--- src/rtl/sh_pkg.sv ---
package sh_pkg;
    typedef enum logic {
        SH_HUNT  = 1'b0,
        SH_FRAME = 1'b1
    } sh_mode_e;
endpackage

--- src/rtl/sh_shift.sv ---
// Next window: new bit enters at position len-1, older bits move down,
// positions at or above len stay zero.
module sh_shift #(
    parameter int MAX_LEN = 8,
    parameter int LEN_W   = 4
) (
    input  logic [MAX_LEN-1:0] win_i,
    input  logic               bit_i,
    input  logic [LEN_W-1:0]   len_i,
    output logic [MAX_LEN-1:0] win_o
);
    for (genvar i = 0; i < MAX_LEN; i++) begin : g_pos
        if (i == MAX_LEN - 1) begin : g_top
            assign win_o[i] = (len_i == LEN_W'(i + 1)) ? bit_i : 1'b0;
        end else begin : g_low
            assign win_o[i] = (len_i == LEN_W'(i + 1)) ? bit_i
                            : ((len_i > LEN_W'(i + 1)) ? win_i[i+1] : 1'b0);
        end
    end
endmodule

--- src/rtl/sh_cmp.sv ---
// Masked equality of the window against the low len bits of the sync char.
module sh_cmp #(
    parameter int MAX_LEN = 8,
    parameter int LEN_W   = 4
) (
    input  logic [MAX_LEN-1:0] win_i,
    input  logic [MAX_LEN-1:0] ref_i,
    input  logic [LEN_W-1:0]   len_i,
    output logic               hit_o
);
    logic [MAX_LEN-1:0] mask;
    for (genvar i = 0; i < MAX_LEN; i++) begin : g_mask
        assign mask[i] = (len_i > LEN_W'(i));
    end
    assign hit_o = ~|((win_i ^ ref_i) & mask);
endmodule

--- src/rtl/sh_cnt.sv ---
// Bit counter step: incremented value and whether it reaches the length.
module sh_cnt #(
    parameter int LEN_W = 4
) (
    input  logic [LEN_W-1:0] cnt_i,
    input  logic [LEN_W-1:0] len_i,
    output logic [LEN_W-1:0] inc_o,
    output logic             at_len_o
);
    assign inc_o    = cnt_i + LEN_W'(1);
    assign at_len_o = (inc_o >= len_i);
endmodule

--- src/rtl/sync_hunter.sv ---
module sync_hunter #(
    parameter int MAX_LEN = 8,
    parameter int MIN_LEN = 5
) (
    input  logic                                        clk,
    input  logic                                        rst_n,
    input  logic                                        rx_enable,
    input  logic                                        bit_en,
    input  logic                                        rx_bit,
    input  logic [MAX_LEN-1:0]                          sync_char,
    input  logic [$clog2(MAX_LEN-MIN_LEN+1)-1:0]        word_len,
    input  logic                                        strip_en,
    input  logic                                        fs_wr,
    input  logic                                        fs_wr_val,
    output logic                                        found,
    output logic                                        sync_irq,
    output logic                                        word_stb,
    output logic                                        word_sup,
    output logic [MAX_LEN-1:0]                          word_data,
    output logic                                        match_flag
);
    import sh_pkg::*;

    localparam int SEL_W = $clog2(MAX_LEN - MIN_LEN + 1);
    localparam int LEN_W = $clog2(MAX_LEN + 1);

    typedef struct packed {
        sh_mode_e           mode;
        logic [LEN_W-1:0]   cnt;
        logic [MAX_LEN-1:0] win;
        logic               irq;
        logic               stb;
        logic               sup;
        logic [MAX_LEN-1:0] data;
        logic               mflag;
    } sh_state_t;

    sh_state_t          st_d, st_q;
    logic [LEN_W-1:0]   len;
    logic [MAX_LEN-1:0] win_nx;
    logic               hit;
    logic [LEN_W-1:0]   cnt_inc;
    logic               at_len;

    assign len = LEN_W'(MIN_LEN) + LEN_W'(word_len);

    sh_shift #(.MAX_LEN(MAX_LEN), .LEN_W(LEN_W)) u_shift (
        .win_i (st_q.win),
        .bit_i (rx_bit),
        .len_i (len),
        .win_o (win_nx)
    );

    sh_cmp #(.MAX_LEN(MAX_LEN), .LEN_W(LEN_W)) u_cmp (
        .win_i (win_nx),
        .ref_i (sync_char),
        .len_i (len),
        .hit_o (hit)
    );

    sh_cnt #(.LEN_W(LEN_W)) u_cnt (
        .cnt_i    (st_q.cnt),
        .len_i    (len),
        .inc_o    (cnt_inc),
        .at_len_o (at_len)
    );

    always_comb begin
        st_d     = st_q;
        st_d.irq = 1'b0;
        st_d.stb = 1'b0;
        st_d.sup = 1'b0;
        if (!rx_enable) begin
            st_d.mode  = SH_HUNT;
            st_d.cnt   = '0;
            st_d.win   = '0;
            st_d.mflag = 1'b0;
        end else if (fs_wr) begin
            // host write wins over a same-cycle bit
            st_d.mode = fs_wr_val ? SH_FRAME : SH_HUNT;
            st_d.cnt  = '0;
            st_d.win  = '0;
        end else if (bit_en) begin
            st_d.win = win_nx;
            if (st_q.mode == SH_HUNT) begin
                // count fills up to len, then saturates
                st_d.cnt = at_len ? len : cnt_inc;
                if (at_len && hit) begin
                    st_d.mode = SH_FRAME;
                    st_d.irq  = 1'b1;
                    st_d.cnt  = '0;
                end
            end else if (at_len) begin
                st_d.stb  = 1'b1;
                st_d.data = win_nx;
                st_d.sup  = strip_en && hit;
                st_d.cnt  = '0;
                if (!(strip_en && hit)) begin
                    st_d.mflag = hit;
                end
            end else begin
                st_d.cnt = cnt_inc;
            end
        end
    end

    always_ff @(posedge clk or negedge rst_n) begin
        if (!rst_n) begin
            st_q <= '0;
        end else begin
            st_q <= st_d;
        end
    end

    assign found      = (st_q.mode == SH_FRAME);
    assign sync_irq   = st_q.irq;
    assign word_stb   = st_q.stb;
    assign word_sup   = st_q.sup;
    assign word_data  = st_q.data;
    assign match_flag = st_q.mflag;

endmodule

--- config.mk ---
export PLATFORM = sky130hd
export DESIGN_NAME = sync_hunter
export DESIGN_NICKNAME = d
export VERILOG_FILES = /design/src/rtl/sh_pkg.sv /design/src/rtl/sh_shift.sv /design/src/rtl/sh_cmp.sv /design/src/rtl/sh_cnt.sv /design/src/rtl/sync_hunter.sv
export SDC_FILE = /design/constraint.sdc
export NUM_CORES = 1
export LEC_CHECK = 0
export BUFFER_PORTS_ARGS = -buffer_cell sky130_fd_sc_hd__buf_2
export CORE_MARGIN = 4
export CORE_UTILIZATION = 54
export CTS_CLUSTER_DIAMETER = 50
export CTS_CLUSTER_SIZE = 30
export DETAILED_ROUTE_END_ITERATION = 8
export PLACE_DENSITY = 0.89
export SKIP_LAST_GASP = 1
export SYNTH_ARGS = -nofsm -noshare
export SYNTH_HDL_FRONTEND = slang
export SYNTH_SLANG_ARGS = --single-unit
--- constraint.sdc ---
create_clock -name clk -period 2.7 [get_ports clk]
set_input_delay 0.27 -clock clk [delete_from_list [all_inputs] [get_ports clk]]
set_output_delay 0.27 -clock clk [all_outputs]
set_load 0.005 [all_outputs]
==> results of run 1 <==
power by group:
part	switching [mW]	total [mW]	leakage, nW	internal, mW
clock	0.101	0.153	0.0138	0.0522
sequential	0.00794	0.375	0.332	0.367
combinational	0.0705	0.120	0.545	0.0500
flip-flops by register name (all words and copies together) (netlist names):
signal and count:
st_q 11, word_sup 1, found 1, word_stb 1, word_data 8, sync_irq 1
match_flag 1
per-stage QoR:
step                      hold WS [ns]  total power, mW  std cells
after floorplan               -0.02559           0.4614        168
after global placement          0.2723           0.4986        217
after detailed placement        0.2813           0.5010        217
after CTS                       0.2323           0.6529        221
after global routing            0.2202           0.6885        221
final                           0.2347           0.6488        221
Yosys cell counts (all sizes together):
cell,number,area [µm²]
dfrtp,24,600.6
nand2,19,78.82
nor2,16,60.06
o21ai,14,70.07
ha,12,150.1
buf,10,76.32
inv,8,30.03
nand3,6,30.03
a211oi,5,37.54
a21oi,5,25.02
xor2,5,43.79
clkbuf,4,25.02
mux2i,4,40.04
mux2,3,33.78
a31o,2,17.52
a32o,2,20.02
a32oi,2,17.52
and2,2,15.02
and3b,2,17.52
nand2b,2,12.51
nor2b,2,12.51
nor3,2,10.01
nor3b,2,15.01
o31ai,2,15.01
xnor2,2,17.52
a21bo,1,10.01
a21o,1,7.510
a22o,1,8.760
a22oi,1,7.510
and3,1,7.510
and4b,1,13.76
nand3b,1,7.510
o211ai,1,7.510
o21bai,1,7.510
o2bb2ai,1,8.760
or3,1,6.260
final cells by class:
type                       instances  share of cell area (%)
tap                               31                   2.283
multi-input combinational        122                   48.97
inverter                           8                   1.767
timing repair buffer              33                   10.31
clock buffer                       3                   1.325
sequential                        24                   35.35
worst paths after layout:
path	end	slack, ns	depth (start not counted)
min in group asynchronous	st_q[15]	0.45	2
worst max register to register	st_q[23]	0.31	10
max in group asynchronous	word_data[3]	1.89	2
worst min register to register	word_data[5]	0.48	2
worst min-delay path	word_sup	0.23	2
worst max-delay path	st_q[23]	0.31	10
cell families after synthesis:
logic type | Yosys count
flops | 24
xor+xnor | 7
compound gates | 39
mux | 7
buf+inv | 22
fa+ha+maj | 12
simple gates | 57
per-layer routing:
layer / part of all wire, % / global-route usage [%] / wire (µm) / vias up
met5: 0 / 0 / 0 / -
met1: 44 / 22.14 / 1363 / 575
met4: 1.3 / 4.242 / 40 / 0
met2: 49 / 31.54 / 1504 / 37
met3: 6.2 / 4.752 / 191 / 7
li1: - / - / - / 620
==> flow_summary.ini, run 1 <==
[timing]
finalSetupViolations = 0
slew_violations = 0
hold_viol = 0
tightest_slew_ns = 0.5307
fin_crit_ns = 2.387
layout_setup_ws_ns = 0.3133
max_freq_mhz = 419.0
skew_ns = 0.01028
grt_setup_unrepaired = no
fin_tns_setup_ns = 0
period_share_pct = 88.40
relSlewSlack_pct = 64.62

[floorplanning]
die_w_um = 61.82
coreArea_mm2 = 0.002758
dieArea_mm2 = 0.003821
start_util_pct = 56.72
ios = 31
die_h_um = 61.82
rows = 19

[logic_synthesis]
ys_ff_latch = 24
synthAdderAreaFrac_pct = 9.600
yosys.cell_types.count = 41
netlist_instances = 168
synthXorXnorAreaFrac_pct = 3.920
ys_warn_count = 0
synth_compound_area_share_pct = 16.64
syn_nets = 198
synth.area.mux_share_pct = 4.720
avgSynthCellArea_um2 = 9.310
ys_seq_area_share_pct = 38.40
synth_top_family_by_area = simple AND/OR/NAND/NOR gates
syn-cell-area_mm2 = 0.001564
synth_simple_gate_area_share_pct = 18.32

[critical_path]
worstPathCellList = ha_1 -> xnor2_1 -> inv_1 -> ha_1 -> nand2_1 -> o21ai_0 -> buf_4 -> mux2i_1 -> nor2_1 -> a22o_1
end_kind = register
startpoint_type = register
crit_family = adder cells
cp.arrival_ns = 2.61
crit_required_ns = 2.92
critPathMaxStageDelay_ns = 0.47
path_common_cell = ha_1
cp_max_fo = 12
slowest_stage = dfrtp_1
reg2reg_from = st_q[20]
crit_buf_inv = 2
critPathKind = register to register
startpoint = st_q[20]

[clock_tree]
cts_max_level = 1
cts-resized-gates = 0
cts_hold_buf = 1
clk_path_buf_depth = 2
cts_tree = built
clkTransAtPathRegs_ns = 0.13
cts-root-buf = clkbuf_4
post-cts-setup-buffers = 0
clock_latency_ns = 0.31
numCtsBuffers = 3
cts_num_sinks = 24

[cells_and_area]
fin_util_pct = 61.62
multiInputGateArea_um2 = 832.0
final_cell_mix = 30 x buf_2, 24 x dfrtp_1, 18 x nand2_1
final_layout_size_suffix_gt1_share_pct = 23.68
diodes = 0
fillCellCount = 247
seq_area_um2 = 600.6
stdcell_area_mm2 = 0.001699
finalNetCount = 222
layout_commonest_cell = buf_2
areaGrowthSynthToFinish_pct = 8.640

[run_status]
outcome = completed

[detailed_routing]
drtIter0Drc = 50
drt_pass1_iterations = 4
drcViolationCount = 0
wl_um = 3100
wl_per_cell_um = 14.03
ant_nets = 0
avgViaCountPerCell = 5.606
via_count = 1239

[global_route]
grtUsageTotal_pct = 18.03
grt_pass1_vias = 1170
grt_pass1_wl_um = 5188
antenna_found_initial = 0
grt_max_degree = 25
grt.overflow.total = 0

[placement]
dpl.hpwl_um = 2443
pre_cts_slack_ns = 0.3582
placed_area_mm2 = 0.001667
gp_congestion = 0.8238
port_buffers = 30

[worst_hold_path]
hp-class = primary input to register
min_from = strip_en

[power_and_ir_drop]
power.leakage_nw = 0.8905
irDropWorstVdd_v = 0.0004705
p_per_area_mw_per_mm2 = 381.8

[job]
maxCapViolations = 0
(Power assumes the default switching activity.)
==> run 2, diff against run 1 <==
--- a/config.mk
+++ b/config.mk
@@ -11,6 +11,7 @@
 export CTS_CLUSTER_DIAMETER = 50
 export CTS_CLUSTER_SIZE = 30
 export DETAILED_ROUTE_END_ITERATION = 8
+export GPL_TIMING_DRIVEN = 0
 export PLACE_DENSITY = 0.89
 export SKIP_LAST_GASP = 1
 export SYNTH_ARGS = -nofsm -noshare
==> run 2 against run 1 <==
- register-to-register slack lost 0.05 ns
- utilization grew 3.6 points
- global-route usage grew 0.59 points
- clock skew shrank 0.0080 ns
- critical endpoint is now word_data[6]
- fmax shrank 1.9%
- first-iteration DRC count grew 12%
- non-clock buffer count grew 10
- count of clock-buffer cells in the layout grew 1
- cell count grew 5.0%
- clock power grew 24%
- power grew 7.0%
==> flow_summary.ini, run 2 (synthesis results as in run 1) <==
[power_and_ir_drop]
power.leakage_nw = 0.9463
p_clk_share_pct = 27.3
power_frac_seq_pct = 54.1
internal-power_mw = 0.5063
swShare_pct = 27.08
p_per_area_mw_per_mm2 = 386.2
combPwrFrac_pct = 18.6
irDropWorstVdd_v = 0.0004890
switching_power_mw = 0.1880

[placement]
dp_cells = 227
dpl.hpwl_um = 2561
port_buffers = 28
gp_congestion = 0.8915
pre_cts_slack_ns = -0.1996
placed_area_mm2 = 0.001743

[clock_tree]
post-cts-setup-buffers = 0
cts_max_level = 1
cts_tree = built
cts_num_sinks = 24
cts-root-buf = clkbuf_4
clkTransAtPathRegs_ns = 0.13
numCtsBuffers = 3
clk_path_buf_depth = 2
clock_latency_ns = 0.32

[critical_path]
endpoint = word_data[6]
r2r_slack_ns = 0.27
crit_required_ns = 2.90
cp.arrival_ns = 2.63
startpoint = st_q[20]
reg2reg_depth = 10
end_kind = register
startpoint_type = register
r2r_end = word_data[6]
critPathKind = register to register
cp_max_fo = 10
reg2reg_from = st_q[20]

[floorplanning]
die_h_um = 61.82
coreArea_mm2 = 0.002758
rows = 19
ios = 31
die_w_um = 61.82
start_util_pct = 56.72
dieArea_mm2 = 0.003821

[detailed_routing]
drcViolationCount = 0
wl_per_cell_um = 14.06
drtIter0Drc = 56
drt_pass1_iterations = 4
wl_um = 3261
avgViaCountPerCell = 5.578
via_count = 1294
ant_nets = 0

[timing]
max_freq_mhz = 411.0
finalSetupViolations = 0
period_share_pct = 90.11
slew_violations = 0
fin_crit_ns = 2.433
fin_tns_setup_ns = 0
tightest_slew_ns = 0.5081
layout_setup_ws_ns = 0.2671
skew_ns = 0.002258
hold_viol = 0
relSlewSlack_pct = 66.13

[global_route]
grtUsageTotal_pct = 18.61
grt_pass1_wl_um = 5306
grt.overflow.total = 0
grt_max_degree = 25
grt_pass1_vias = 1218
antenna_found_initial = 0

[cells_and_area]
regMostFlops = st_q
final_cell_mix = 29 x buf_2, 24 x dfrtp_1, 18 x nand2_1
seq_area_um2 = 600.6
multiInputGateArea_um2 = 840.8
diodes = 0
largest_register_ffs = 11
areaGrowthSynthToFinish_pct = 14.96
finalNetCount = 232
layout_commonest_cell = buf_2
final_cells = 232
fillCellCount = 239
stdcell_area_mm2 = 0.001798
final_layout_size_suffix_gt1_share_pct = 27.36

[run_status]
outcome = completed

[worst_hold_path]
hp-class = primary input to register

[job]
maxCapViolations = 0
## run 2: cell types whose count changed in the layout (fill, tap and decap cells not counted)
cell and delta:
buf_4 +6, clkbuf_1 +3, buf_6 +1, o21ai_0 -1
o21ai_2 +1, clkbuf_8 +2, nand3_2 +1, nand3_1 -1
buf_2 -1
## run 2: layer usage
metal  part of all wire [%]  vias up  GRT usage (%)
met3                    6.7        8          4.545
met1                     41      601          22.92
met5                      0        -              0
met2                     50       41          31.99
li1                       -      644              -
met4                    1.9        0          6.061
## run 2: worst min-delay path by stage
| stage | cells past startpoint | from | endpoint |
|---|---|---|---|
| final | 3 | rx_bit | st_q[19] |
| after global routing | 2 | strip_en | word_sup |
| after CTS | 2 | strip_en | word_sup |
| after detailed placement | 1 | rst_n | word_data[6] |
| after global placement | 1 | rst_n | word_data[6] |
| after floorplan | 0 | rst_n | found |
## run 2: timing repair
action                                  in CTS  in global routing
endpoints found under the setup margin      10                  8
resized for setup                            1                  2
endpoints found under the hold margin       24                  0
hold buffers                                 1                  0
gates cloned                                 0                  0
## run 2: per-stage QoR
stage / utilization [%] / hold WS [ns] / power [mW]
after floorplan: - / -0.02559 / 0.4614
after global placement: 63.20 / 0.2650 / 0.5025
after detailed placement: 63.20 / 0.2781 / 0.5083
after CTS: 64.88 / 0.2227 / 0.6938
after global routing: 65.20 / 0.2330 / 0.7275
final: 65.20 / 0.2273 / 0.6944
## run 2: final cells by class
cell class	instances	share of cell area [%]
clock buffer	4	2.018
timing repair buffer	29	8.351
sequential	24	33.40
tap	31	2.157
buffer	14	5.637
inverter	8	1.670
multi-input combinational	122	46.76
## run 2: power groups by stage
stage / Combinational [mW] / Sequential [mW] / Clock [mW]
floorplan: 0.0812 / 0.380 / 0
global placement: 0.120 / 0.382 / 0
detailed placement: 0.126 / 0.382 / 0
CTS: 0.128 / 0.376 / 0.190
global route: 0.146 / 0.377 / 0.205
finish: 0.129 / 0.376 / 0.190
## run 2: worst max-delay path, cell delays in order, from the launching register on
cell	delay, ns
dfrtp_1	0.47
ha_1	0.24
xnor2_1	0.26
inv_1	0.08
ha_1	0.28
nand2_1	0.06
o21ai_2	0.29
nand3_2	0.22
clkbuf_1	0.24
nand2_1	0.10
o21ai_0	0.08
==> run 3, diff against run 2 <==
--- a/config.mk
+++ b/config.mk
@@ -5,14 +5,15 @@
 export SDC_FILE = /design/constraint.sdc
 export NUM_CORES = 1
 export LEC_CHECK = 0
+export ABC_AREA = 1
 export BUFFER_PORTS_ARGS = -buffer_cell sky130_fd_sc_hd__buf_2
 export CORE_MARGIN = 4
-export CORE_UTILIZATION = 54
+export CORE_UTILIZATION = 55
 export CTS_CLUSTER_DIAMETER = 50
 export CTS_CLUSTER_SIZE = 30
 export DETAILED_ROUTE_END_ITERATION = 8
 export GPL_TIMING_DRIVEN = 0
-export PLACE_DENSITY = 0.89
+export PLACE_DENSITY = 0.9
 export SKIP_LAST_GASP = 1
 export SYNTH_ARGS = -nofsm -noshare
 export SYNTH_HDL_FRONTEND = slang
==> run 3 against run 2 <==
- clock skew up 0.0062 ns
- count of clock-buffer cells in the layout down 1
- worst hold slack worse by 0.044 ns
- cell count up 22%
- sequential share of layout area down 0.99 points
- global-route usage up 0.75 points
- via count up 14%
- power up 20%
- sequential power up 4%
- wire length up 0.98%
- first-iteration DRC count down 13%
- register-to-register slack better by 0.28 ns
- critical endpoint is now word_data[7]
- largest power group unchanged
==> flow_summary.ini, run 3 <==
[logic_synthesis]
syn-cell-area_mm2 = 0.001602
synth_most_common_cell = nand2_1
yosys.cell_types.count = 24
netlist_instances = 218
ys_warn_count = 0
ys_ff_latch = 24
syn_nets = 248
synth-main-ff-cell = dfrtp_1
synth_edf_count = 0
avgSynthCellArea_um2 = 7.346
synth_top_area_cell = dfrtp_1
synthTopCellsByArea = dfrtp_1 38%, nand2_1 15%, ha_1 9.4%
yosys-top-cells-count = 62 x nand2_1, 30 x inv_1, 29 x nand3_1
async_reset_ff_share_pct = 100.0
synth_top_area_share_pct = 37.50
ys_seq_area_share_pct = 37.50

[clock_tree]
clkTransAtPathRegs_ns = 0.14
cts-root-buf = clkbuf_4
clk_path_buf_depth = 2
numCtsBuffers = 3
clock_latency_ns = 0.33
cts_num_sinks = 24
cts_tree = built
cts_max_level = 1
post-cts-setup-buffers = 0

[timing]
finalSetupViolations = 0
relSlewSlack_pct = 63.49
skew_ns = 0.008466
fin_hold_ws_ns = 0.1836
fin_crit_ns = 2.154
grt_setup_unrepaired = no
max_freq_mhz = 464.2
hold_viol = 0
fin_tns_setup_ns = 0
period_share_pct = 79.79
slew_violations = 0
tightest_slew_ns = 0.5477

[floorplanning]
rows = 19
die_h_um = 61.96
die_w_um = 61.96
ios = 31
coreArea_mm2 = 0.002781
start_util_pct = 57.58
dieArea_mm2 = 0.003839

[power_and_ir_drop]
power.leakage_nw = 1.057
power_frac_seq_pct = 46.9
combPwrFrac_pct = 21.4
swShare_pct = 26.99
switching_power_mw = 0.2249
p_per_area_mw_per_mm2 = 449.7
irDropWorstVdd_v = 0.0003539
p_clk_share_pct = 31.7
internal-power_mw = 0.6085

[global_route]
grt.overflow.total = 0
grt_pass1_wl_um = 5444
antenna_found_initial = 0
grtUsageTotal_pct = 19.36
grt_pass1_vias = 1296
grt_max_degree = 25

[cells_and_area]
final_cell_mix = 62 x nand2_1, 31 x buf_2, 30 x inv_1
regMostFlops = st_q
finalNetCount = 284
final_cells = 284
largest_register_ffs = 11
diodes = 0
layout_commonest_cell = nand2_1
final_layout_size_suffix_gt1_share_pct = 19.76
areaGrowthSynthToFinish_pct = 15.70
fillCellCount = 240

[detailed_routing]
ant_nets = 0
avgViaCountPerCell = 5.183
wl_per_cell_um = 11.60
via_count = 1472
drcViolationCount = 0
wl_um = 3293
drtIter0Drc = 49
drt_pass1_iterations = 4

[placement]
dp_cells = 279
port_buffers = 30
gp_congestion = 0.8452
dpl.hpwl_um = 2614

[critical_path]
cp.arrival_ns = 2.35
end_kind = register
slowest_stage = dfrtp_1
startpoint_type = register
cp_max_fo = 10
critPathKind = register to register
worstPathCellList = ha_1 -> ha_1 -> inv_1 -> o21bai_1 -> nand3_1 -> nand3_1 -> nand2_1 -> clkbuf_1 -> o21ai_0
critPathMaxStageDelay_ns = 0.45
crit_required_ns = 2.90

[worst_hold_path]
hp-class = primary input to register

[job]
maxCapViolations = 0

[run_status]
outcome = completed
[run 3: final timing paths]
path	to	depth (start not counted)	start	slack, ns
worst max-delay path	word_data[7]	9	st_q[20]	0.55
worst min-delay path	word_sup	3	strip_en	0.18
worst max register to register	word_data[7]	9	st_q[20]	0.55
worst min register to register	word_data[6]	2	word_data[6]	0.50
max in group asynchronous	st_q[22]	2	rst_n	1.90
min in group asynchronous	st_q[17]	2	rst_n	0.44
[run 3: critical path, delay by kind of cell, from the launching register on]
| family | cells | cell delay (ns) |
|---|---|---|
| AO/OA/AOI/OAI | 2 | 0.20 |
| adder cells (fa/ha/maj) | 2 | 0.65 |
| buffers and inverters | 2 | 0.44 |
| flip-flops | 1 | 0.45 |
| AND/OR/NAND/NOR | 3 | 0.29 |
[run 3: repair_timing]
action                                 CTS  global route
setup endpoints to repair                0             0
gates resized for setup                  0             0
endpoints found under the hold margin   24             0
hold buffers                             1             0
[run 3: layout make-up]
type                    count  area, µm²  area share, %
plain buffers              10      68.82          3.714
well taps                  31      38.79          2.093
flip-flops and latches     24      600.6          32.41
clock buffers               3      22.52          1.215
clock inverters             1      30.03          1.621
repair buffers             31      160.2          8.643
inverters                  32      120.1          6.482
multi-input cells         152      812.0          43.82
[run 3: cells by family after synthesis]
kind of cell    share of synthesized area (%)
fa+ha+maj                               9.375
buf+inv                                 11.80
simple gates                            31.80
flops                                   37.50
xor+xnor                                1.641
compound gates                          7.891
[run 3: metal layers]
layer  up-vias  track usage, %  wire, µm
li1        772               -         -
met1       660           23.72      1492
met2        34           32.54      1596
met3         6           4.132       152
met4         0           8.485        51
met5         -               0         0
[run 3: stage by stage]
| step | instance area, µm² | setup WS [ns] | util, % | power, mW |
|---|---|---|---|---|
| 2_1_floorplan | 1602 | 0.8024 | - | 0.5139 |
| 6_report | 1853 | 0.5456 | 66.62 | 0.8334 |
| 5_1_grt | 1853 | 0.3884 | 66.62 | 0.8869 |
| 3_3_place_gp | 1790 | 0.4228 | 64.37 | 0.5693 |
| 3_5_place_dp | 1790 | 0.4084 | 64.37 | 0.5757 |
| 4_1_cts | 1853 | 0.5443 | 66.62 | 0.8437 |
[run 3: power by group through the flow]
| stage | combinational, mW | sequential (mW) | clock [mW] |
|---|---|---|---|
| after global placement | 0.173 | 0.397 | 0 |
| after detailed placement | 0.177 | 0.399 | 0 |
| after floorplan | 0.119 | 0.395 | 0 |
| after CTS | 0.179 | 0.392 | 0.273 |
| after global routing | 0.207 | 0.394 | 0.286 |
| final | 0.178 | 0.391 | 0.264 |
